File: config.mk
export PLATFORM = sky130hd
export DESIGN_NAME = adc_i2c_seq
export DESIGN_NICKNAME = d
export VERILOG_FILES = /design/src/rtl/adc_seq_pkg.sv /design/src/rtl/adc_seq_line_sync.sv /design/src/rtl/adc_seq_conv_timer.sv /design/src/rtl/adc_seq_chan_dec.sv /design/src/rtl/adc_seq_bus_slave.sv /design/src/rtl/adc_i2c_seq.sv
export SDC_FILE = /design/constraint.sdc
export NUM_CORES = 1
export LEC_CHECK = 0
export ABC_AREA = 1
export BUFFER_PORTS_ARGS = -buffer_cell sky130_fd_sc_hd__clkbuf_2
export CAP_MARGIN = 20
export CORE_MARGIN = 8
export CORE_UTILIZATION = 50
export DETAILED_ROUTE_END_ITERATION = 6
export GPL_TIMING_DRIVEN = 0
export PLACE_DENSITY = 0.66
export SETUP_SLACK_MARGIN = 0.1
export SLEW_MARGIN = 0
export SYNTH_ARGS = -nofsm -noshare
export SYNTH_HDL_FRONTEND = slang
export SYNTH_HIERARCHICAL = 1
export SYNTH_SLANG_ARGS = --single-unit
export TNS_END_PERCENT = 10
File: constraint.sdc
create_clock -name clk_i -period 3.6 [get_ports clk_i]
set_input_delay 0.36 -clock clk_i [delete_from_list [all_inputs] [get_ports clk_i]]
set_output_delay 0.36 -clock clk_i [all_outputs]
set_load 0.02 [all_outputs]
File: src/rtl/adc_seq_pkg.sv
package adc_seq_pkg;
  typedef enum logic [2:0] {
    S_IDLE,
    S_ADDR,
    S_ADDR_ACK,
    S_WR,
    S_WR_ACK,
    S_RD,
    S_RD_ACK
  } bus_state_e;
endpackage

File: src/rtl/adc_seq_line_sync.sv
module adc_seq_line_sync #(
  parameter int unsigned SYNC_STAGES = 2
) (
  input  logic clk_i,
  input  logic rst_ni,
  input  logic scl_i,
  input  logic sda_i,
  output logic scl_rise_o,
  output logic scl_fall_o,
  output logic start_o,
  output logic stop_o,
  output logic sda_o
);
  logic [SYNC_STAGES-1:0] scl_s, sda_s;
  logic scl_q, sda_q, scl_n, sda_n;

  always_ff @(posedge clk_i or negedge rst_ni) begin
    if (!rst_ni) begin
      scl_s <= '1;
      sda_s <= '1;
      scl_q <= 1'b1;
      sda_q <= 1'b1;
    end else begin
      scl_s <= {scl_s[SYNC_STAGES-2:0], scl_i};
      sda_s <= {sda_s[SYNC_STAGES-2:0], sda_i};
      scl_q <= scl_n;
      sda_q <= sda_n;
    end
  end

  assign scl_n      = scl_s[SYNC_STAGES-1];
  assign sda_n      = sda_s[SYNC_STAGES-1];
  assign scl_rise_o = scl_n & ~scl_q;
  assign scl_fall_o = ~scl_n & scl_q;
  // SDA edges while SCL is held high mark bus conditions
  assign start_o    = scl_n & scl_q & sda_q & ~sda_n;
  assign stop_o     = scl_n & scl_q & ~sda_q & sda_n;
  assign sda_o      = sda_n;
endmodule

File: src/rtl/adc_seq_conv_timer.sv
module adc_seq_conv_timer #(
  parameter int unsigned CONV_CYCLES = 41036,
  localparam int unsigned CNT_W = $clog2(CONV_CYCLES + 1)
) (
  input  logic clk_i,
  input  logic rst_ni,
  input  logic start_i,
  input  logic tick_i,
  output logic busy_o,
  output logic done_o
);
  logic [CNT_W-1:0] cnt_q;
  logic busy_q, done_q;

  always_ff @(posedge clk_i or negedge rst_ni) begin
    if (!rst_ni) begin
      cnt_q  <= '0;
      busy_q <= 1'b0;
      done_q <= 1'b0;
    end else begin
      done_q <= 1'b0;
      if (start_i) begin
        busy_q <= 1'b1;
        cnt_q  <= '0;
      end else if (busy_q && tick_i) begin
        if (cnt_q == CNT_W'(CONV_CYCLES - 1)) begin
          busy_q <= 1'b0;
          done_q <= 1'b1;
          cnt_q  <= '0;
        end else begin
          cnt_q <= cnt_q + 1'b1;
        end
      end
    end
  end

  assign busy_o = busy_q;
  assign done_o = done_q;

  assert_cnt_range_R2: assert property (@(posedge clk_i) disable iff (!rst_ni)
    cnt_q < CNT_W'(CONV_CYCLES));
  assert_done_ends_busy_R2: assert property (@(posedge clk_i) disable iff (!rst_ni)
    done_q |-> (!busy_q && $past(busy_q)));
endmodule

File: src/rtl/adc_seq_chan_dec.sv
module adc_seq_chan_dec #(
  parameter int unsigned NUM_CH = 16,
  localparam int unsigned CH_W   = $clog2(NUM_CH),
  localparam int unsigned CODE_W = CH_W + 1
) (
  input  logic [7:0]        cmd_i,
  output logic              upd_o,
  output logic [CODE_W-1:0] pos_o,
  output logic [CODE_W-1:0] neg_o
);
  localparam logic [CODE_W-1:0] COM_CODE = CODE_W'(NUM_CH);
  logic [CH_W-2:0] pair;

  assign pair  = cmd_i[CH_W-2:0];
  assign upd_o = cmd_i[7];

  always_comb begin
    if (cmd_i[6]) begin
      pos_o = {1'b0, cmd_i[CH_W-1:0]};
      neg_o = COM_CODE;
    end else begin
      // bit 5 swaps the polarity of the even/odd pair
      pos_o = {1'b0, pair, cmd_i[5]};
      neg_o = {1'b0, pair, ~cmd_i[5]};
    end
  end
endmodule

File: src/rtl/adc_seq_bus_slave.sv
module adc_seq_bus_slave
  import adc_seq_pkg::*;
#(
  parameter int unsigned WORD_W      = 24,
  parameter logic [6:0]  GLOBAL_ADDR = 7'h77,
  localparam int unsigned RC_W = $clog2(WORD_W + 1)
) (
  input  logic              clk_i,
  input  logic              rst_ni,
  input  logic              scl_rise_i,
  input  logic              scl_fall_i,
  input  logic              start_i,
  input  logic              stop_i,
  input  logic              sda_i,
  input  logic [6:0]        own_addr_i,
  input  logic              busy_i,
  input  logic [WORD_W-1:0] word_i,
  output logic              sda_oe_o,
  output logic [7:0]        byte_o,
  output logic              byte_vld_o,
  output logic              restart_o
);
  bus_state_e state_q;
  logic [7:0] shreg_q;
  logic [3:0] bit_cnt_q;
  logic [RC_W-1:0] rd_cnt_q, rd_nxt;
  logic oe_q, rnw_q, mack_q, wr_valid_q, rd_active_q, restart_q, byte_vld_q;
  logic [7:0] byte_q;
  logic addr_hit;
  logic [RC_W-1:0] idx_nxt, idx_cur;

  assign rd_nxt  = rd_cnt_q + RC_W'(1);
  assign idx_nxt = RC_W'(WORD_W - 1) - rd_nxt;
  assign idx_cur = RC_W'(WORD_W - 1) - rd_cnt_q;
  assign addr_hit = !busy_i && ((shreg_q[7:1] == own_addr_i) ||
                                (shreg_q[7:1] == GLOBAL_ADDR && !shreg_q[0]));

  always_ff @(posedge clk_i or negedge rst_ni) begin
    if (!rst_ni) begin
      state_q     <= S_IDLE;
      shreg_q     <= '0;
      bit_cnt_q   <= '0;
      rd_cnt_q    <= '0;
      oe_q        <= 1'b0;
      rnw_q       <= 1'b0;
      mack_q      <= 1'b0;
      wr_valid_q  <= 1'b0;
      rd_active_q <= 1'b0;
      restart_q   <= 1'b0;
      byte_vld_q  <= 1'b0;
      byte_q      <= '0;
    end else begin
      restart_q  <= 1'b0;
      byte_vld_q <= 1'b0;
      if (start_i || stop_i) begin
        // a finished write or a broken-off read triggers the next conversion
        restart_q   <= wr_valid_q | rd_active_q;
        wr_valid_q  <= 1'b0;
        rd_active_q <= 1'b0;
        oe_q        <= 1'b0;
        bit_cnt_q   <= '0;
        state_q     <= start_i ? S_ADDR : S_IDLE;
      end else if (scl_rise_i) begin
        case (state_q)
          S_ADDR, S_WR: begin
            if (bit_cnt_q != 4'd8) begin
              shreg_q   <= {shreg_q[6:0], sda_i};
              bit_cnt_q <= bit_cnt_q + 4'd1;
            end
          end
          S_RD_ACK: mack_q <= ~sda_i;
          default: ;
        endcase
      end else if (scl_fall_i) begin
        case (state_q)
          S_ADDR: begin
            if (bit_cnt_q == 4'd8) begin
              if (addr_hit) begin
                oe_q    <= 1'b1;
                rnw_q   <= shreg_q[0];
                state_q <= S_ADDR_ACK;
              end else begin
                state_q <= S_IDLE;
              end
            end
          end
          S_ADDR_ACK: begin
            if (rnw_q) begin
              state_q     <= S_RD;
              rd_active_q <= 1'b1;
              rd_cnt_q    <= '0;
              oe_q        <= ~word_i[WORD_W-1];
            end else begin
              state_q    <= S_WR;
              wr_valid_q <= 1'b1;
              bit_cnt_q  <= '0;
              oe_q       <= 1'b0;
            end
          end
          S_WR: begin
            if (bit_cnt_q == 4'd8) begin
              byte_q     <= shreg_q;
              byte_vld_q <= 1'b1;
              oe_q       <= 1'b1;
              state_q    <= S_WR_ACK;
            end
          end
          S_WR_ACK: begin
            oe_q      <= 1'b0;
            bit_cnt_q <= '0;
            state_q   <= S_WR;
          end
          S_RD: begin
            rd_cnt_q <= rd_nxt;
            if (rd_nxt == RC_W'(WORD_W)) begin
              restart_q   <= 1'b1;
              rd_active_q <= 1'b0;
              oe_q        <= 1'b0;
              state_q     <= S_IDLE;
            end else if (rd_nxt[2:0] == 3'd0) begin
              oe_q    <= 1'b0;
              state_q <= S_RD_ACK;
            end else begin
              oe_q <= ~word_i[idx_nxt];
            end
          end
          S_RD_ACK: begin
            if (mack_q) begin
              state_q <= S_RD;
              oe_q    <= ~word_i[idx_cur];
            end else begin
              state_q <= S_IDLE;
              oe_q    <= 1'b0;
            end
          end
          default: ;
        endcase
      end
    end
  end

  assign sda_oe_o   = oe_q;
  assign byte_o     = byte_q;
  assign byte_vld_o = byte_vld_q;
  assign restart_o  = restart_q;

  assert_no_ack_busy_R3: assert property (@(posedge clk_i) disable iff (!rst_ni)
    (state_q == S_ADDR_ACK) |-> !busy_i);
  assert_released_idle_R4: assert property (@(posedge clk_i) disable iff (!rst_ni)
    (state_q == S_IDLE || state_q == S_ADDR) |-> !oe_q);
  assert_data_on_fall_R5: assert property (@(posedge clk_i) disable iff (!rst_ni)
    (state_q == S_RD && !scl_fall_i && !start_i && !stop_i) |=> $stable(oe_q));
  assert_rd_bound_R7: assert property (@(posedge clk_i) disable iff (!rst_ni)
    rd_cnt_q <= RC_W'(WORD_W));
endmodule

File: src/rtl/adc_i2c_seq.sv
module adc_i2c_seq #(
  parameter int unsigned NUM_CH      = 16,
  parameter int unsigned CONV_CYCLES = 41036,
  parameter int unsigned ADDR_PINS   = 3,
  parameter logic [6:0]  BASE_ADDR   = 7'h14,
  parameter logic [6:0]  GLOBAL_ADDR = 7'h77,
  parameter int unsigned RES_W       = 16,
  localparam int unsigned CODE_W = $clog2(NUM_CH) + 1,
  localparam int unsigned WORD_W = 24,
  localparam int unsigned PAD_W  = WORD_W - 2 - RES_W
) (
  input  logic                 clk_i,
  input  logic                 rst_ni,
  input  logic [ADDR_PINS-1:0] addr_pins_i,
  input  logic                 scl_i,
  input  logic                 sda_i,
  output logic                 sda_oe_o,
  input  logic                 conv_tick_i,
  input  logic [RES_W:0]       result_i,
  output logic                 busy_o,
  output logic [CODE_W-1:0]    pos_ch_o,
  output logic [CODE_W-1:0]    neg_ch_o
);
  logic scl_rise, scl_fall, bus_start, bus_stop, sda_s;
  logic busy, conv_done, conv_start, restart;
  logic boot_q, addr_cap_q;
  logic [6:0] own_addr_q;
  logic [7:0] cmd_byte;
  logic cmd_vld, dec_upd;
  logic [CODE_W-1:0] dec_pos, dec_neg, pend_pos_q, pend_neg_q, pos_q, neg_q;
  logic [RES_W:0] res_q;
  logic [WORD_W-1:0] word;

  adc_seq_line_sync #(.SYNC_STAGES(2)) u_sync (
    .clk_i(clk_i), .rst_ni(rst_ni), .scl_i(scl_i), .sda_i(sda_i),
    .scl_rise_o(scl_rise), .scl_fall_o(scl_fall),
    .start_o(bus_start), .stop_o(bus_stop), .sda_o(sda_s)
  );

  adc_seq_conv_timer #(.CONV_CYCLES(CONV_CYCLES)) u_timer (
    .clk_i(clk_i), .rst_ni(rst_ni), .start_i(conv_start),
    .tick_i(conv_tick_i), .busy_o(busy), .done_o(conv_done)
  );

  adc_seq_bus_slave #(.WORD_W(WORD_W), .GLOBAL_ADDR(GLOBAL_ADDR)) u_slave (
    .clk_i(clk_i), .rst_ni(rst_ni),
    .scl_rise_i(scl_rise), .scl_fall_i(scl_fall),
    .start_i(bus_start), .stop_i(bus_stop), .sda_i(sda_s),
    .own_addr_i(own_addr_q), .busy_i(busy), .word_i(word),
    .sda_oe_o(sda_oe_o), .byte_o(cmd_byte), .byte_vld_o(cmd_vld),
    .restart_o(restart)
  );

  adc_seq_chan_dec #(.NUM_CH(NUM_CH)) u_dec (
    .cmd_i(cmd_byte), .upd_o(dec_upd), .pos_o(dec_pos), .neg_o(dec_neg)
  );

  assign conv_start = ~boot_q | restart;

  always_ff @(posedge clk_i or negedge rst_ni) begin
    if (!rst_ni) begin
      boot_q     <= 1'b0;
      addr_cap_q <= 1'b0;
      own_addr_q <= '0;
    end else begin
      boot_q <= 1'b1;
      if (!addr_cap_q) begin
        own_addr_q <= {BASE_ADDR[6:ADDR_PINS], addr_pins_i};
        addr_cap_q <= 1'b1;
      end
    end
  end

  // pending pair is written over the bus, active pair follows at conversion start
  always_ff @(posedge clk_i or negedge rst_ni) begin
    if (!rst_ni) begin
      pend_pos_q <= CODE_W'(0);
      pend_neg_q <= CODE_W'(1);
      pos_q      <= CODE_W'(0);
      neg_q      <= CODE_W'(1);
      res_q      <= '0;
    end else begin
      if (cmd_vld && dec_upd) begin
        pend_pos_q <= dec_pos;
        pend_neg_q <= dec_neg;
      end
      if (conv_start) begin
        pos_q <= pend_pos_q;
        neg_q <= pend_neg_q;
      end
      if (conv_done) res_q <= result_i;
    end
  end

  generate
    if (PAD_W > 0) begin : g_pad
      assign word = {1'b0, res_q, {PAD_W{1'b0}}};
    end else begin : g_nopad
      assign word = {1'b0, res_q};
    end
  endgenerate

  assign busy_o   = busy;
  assign pos_ch_o = pos_q;
  assign neg_ch_o = neg_q;

  assert_pair_hold_R10: assert property (@(posedge clk_i) disable iff (!rst_ni)
    !conv_start |=> ($stable(pos_q) && $stable(neg_q)));
  assert_result_hold_R6: assert property (@(posedge clk_i) disable iff (!rst_ni)
    !conv_done |=> $stable(res_q));
  assert_start_from_idle_R9: assert property (@(posedge clk_i) disable iff (!rst_ni)
    (conv_start && boot_q) |-> !busy);
  assert_addr_fixed_R12: assert property (@(posedge clk_i) disable iff (!rst_ni)
    addr_cap_q |=> $stable(own_addr_q));
endmodule

==> impl_metrics.ini <==
[sta]
hold-worst-slack_ps = 49.7
max_freq_ghz = 0.520
final.min_clock_period_ps = 1920
maxSlewHeadroom = 0.489
finalSetupViolations = 0
final-hold-violation-count = 0
fin_tns_setup_ps = 0
tightestPinTransition_ps = 766
skew_ps = 11.3
report.final.slew_viol_count = 0
min_period_over_period = 0.534
rsz0062_at_grt = no

[routing]
drtAntennaViolNets = 0
via_per_inst = 4.99
num_vias = 4632
firstDrtPassIters = 4
drtIter0Drc = 295
wl_mm = 12.1
drc = 0
wl_per_cell_um = 13.1

[global_routing]
grt_first_pass_wirelength_mm = 21.0
grt_max_degree = 54
first_global_vias = 4538
globalRouteTotalUtil = 0.174
grt_overflow = 0
antenna_found_initial = 0

[placed_design]
io_buffers = 36
dp_hpwl_mm = 9.06
dpl_cell_area_um2 = 6040
routabilityCongestion = 0.912

[synthesis]
synth_area_per_cell_um2 = 7.76
ys_warn_count = 6
netlist_instances = 722
syn_area_um2 = 5610

[clocking]
clockRootBuffer = clkbuf_8
clockBufferDepth = 2
cts_hold_buffers = 0
clk_latency_ps = 380
cts_tree = built
cts_setup_buffers = 0
cts_resized = 0
cts.htree.levels = 3
cts_made_buffers = 9
path_clk_slew_ps = 100
clock_sinks = 100

[floorplan]
die_h_um = 122
top_level_ports = 37
coreArea_um2 = 10900
rows = 38
fp.dieArea_um2 = 14900
dieWidth_um = 122
initial_utilization = 0.515

[worst_setup_path]
r2r_start = u_sync/scl_s[1]
r2r_end = u_slave/state_q[1]
crit_path_frequent_cell = nor2_1
rrSetupSlack_ps = 1680
critPathSlowestCell = dfstp_2
critPathMaxStageDelay_ps = 560
cp_cell_sequence = nand2_1 -> nor2_1 -> nor2_8 -> inv_6 -> nor2_1 -> nand3b_4 -> a21oi_4 -> nand4_1 -> o21ai_1
worstRegToRegCells = 9
crit_path_end_kind = register
crit_type = reg -> reg
cp_max_fo = 9
cp.arrival_ps = 2230
worstPathRequired_ps = 3910
start_kind = register

[finish]
antenna_cells = 0
fin_area_um2 = 6250
fin_nets = 814
fin_util = 0.574
final_common_cell = nand2_1
final_layout_size_suffix_gt1_frac = 0.189
area_growth_pct = 11.5
final_cell_mix = nand2_1, dfrtp_1, inv_1

[hold_path]
hold_path_end = u_sync/sda_s[0]
holdPathStages = 1
hold_path.class = in -> reg
min_from = sda_i

[power_and_ir_drop]
powerDensity_nw_per_um2 = 470
power_mw = 2.94
p_leak_nw = 3.27
peakVddDrop_mv = 0.230

[job]
maxCapViolCount = 0

[outcome]
outcome = finished, final reports clean
## flip-flops by register name, indices dropped and copies added, names as in the netlist, 4 cells and up
| signal | cells |
|---|---|
| neg_ch_o | 5 |
| own_addr_q | 4 |
| pend_neg_q | 5 |
| pend_pos_q | 5 |
| pos_ch_o | 5 |
| res_q | 17 |
| u_slave/bit_cnt_q | 4 |
| u_slave/byte_o | 7 |
| u_slave/rd_cnt_q | 5 |
| u_slave/shreg_q | 8 |
| u_timer/cnt_q | 16 |
## worst max path at each step
stage / from / to / slack (ps) / depth (start not counted)
floorplan: u_sync/scl_s[1] / u_slave/state_q[0] / 1850 / 8
finish: u_sync/scl_s[1] / u_slave/state_q[1] / 1680 / 9
CTS: u_sync/scl_s[1] / u_slave/state_q[1] / 1670 / 9
detailed placement: u_sync/scl_s[1] / u_slave/state_q[1] / 1670 / 9
global route: u_sync/scl_s[1] / u_slave/state_q[1] / 1540 / 9
global placement: rst_ni / u_slave/state_q[2] / 880 / 1
## routing by layer
| layer | wire length [um] | vias up | track usage |
|---|---|---|---|
| met2 | 6000 | 51 | 0.287 |
| met5 | 0 | - | 0 |
| met4 | 214 | 0 | 0.0732 |
| met3 | 252 | 16 | 0.0273 |
| met1 | 5680 | 2198 | 0.222 |
| li1 | - | 2367 | - |
## worst max-delay path, delay by kind of cell, from the launching register on
kind            cells  cell delay (ps)
compound gates      2              270
flops               1              560
buf+inv             1              140
simple gates        6              900
## stage by stage
step / worst slack, ps / cells
floorplan: 1850 / 736
global placement: 879 / 912
detailed placement: 1670 / 913
CTS: 1670 / 929
global route: 1540 / 929
finish: 1680 / 929
## power breakdown
| part | internal (mW) | switching (mW) | leakage [nW] |
|---|---|---|---|
| clock network | 0.390 | 0.385 | 0.103 |
| registers | 1.21 | 0.0812 | 1.23 |
| logic | 0.311 | 0.558 | 1.94 |
| total | 1.91 | 1.02 | 3.27 |
## cell type report
type                       instances  area, um^2
tap                              140         175
inverter                         100         383
multi-input combinational        513        2570
buffer                            23         189
clock buffer                      11         131
timing repair buffer              37         210
clock inverter                     5        77.6
sequential                       100        2510
fill                            1036        4640
Note: power is estimated with default switching activity, not from simulation.
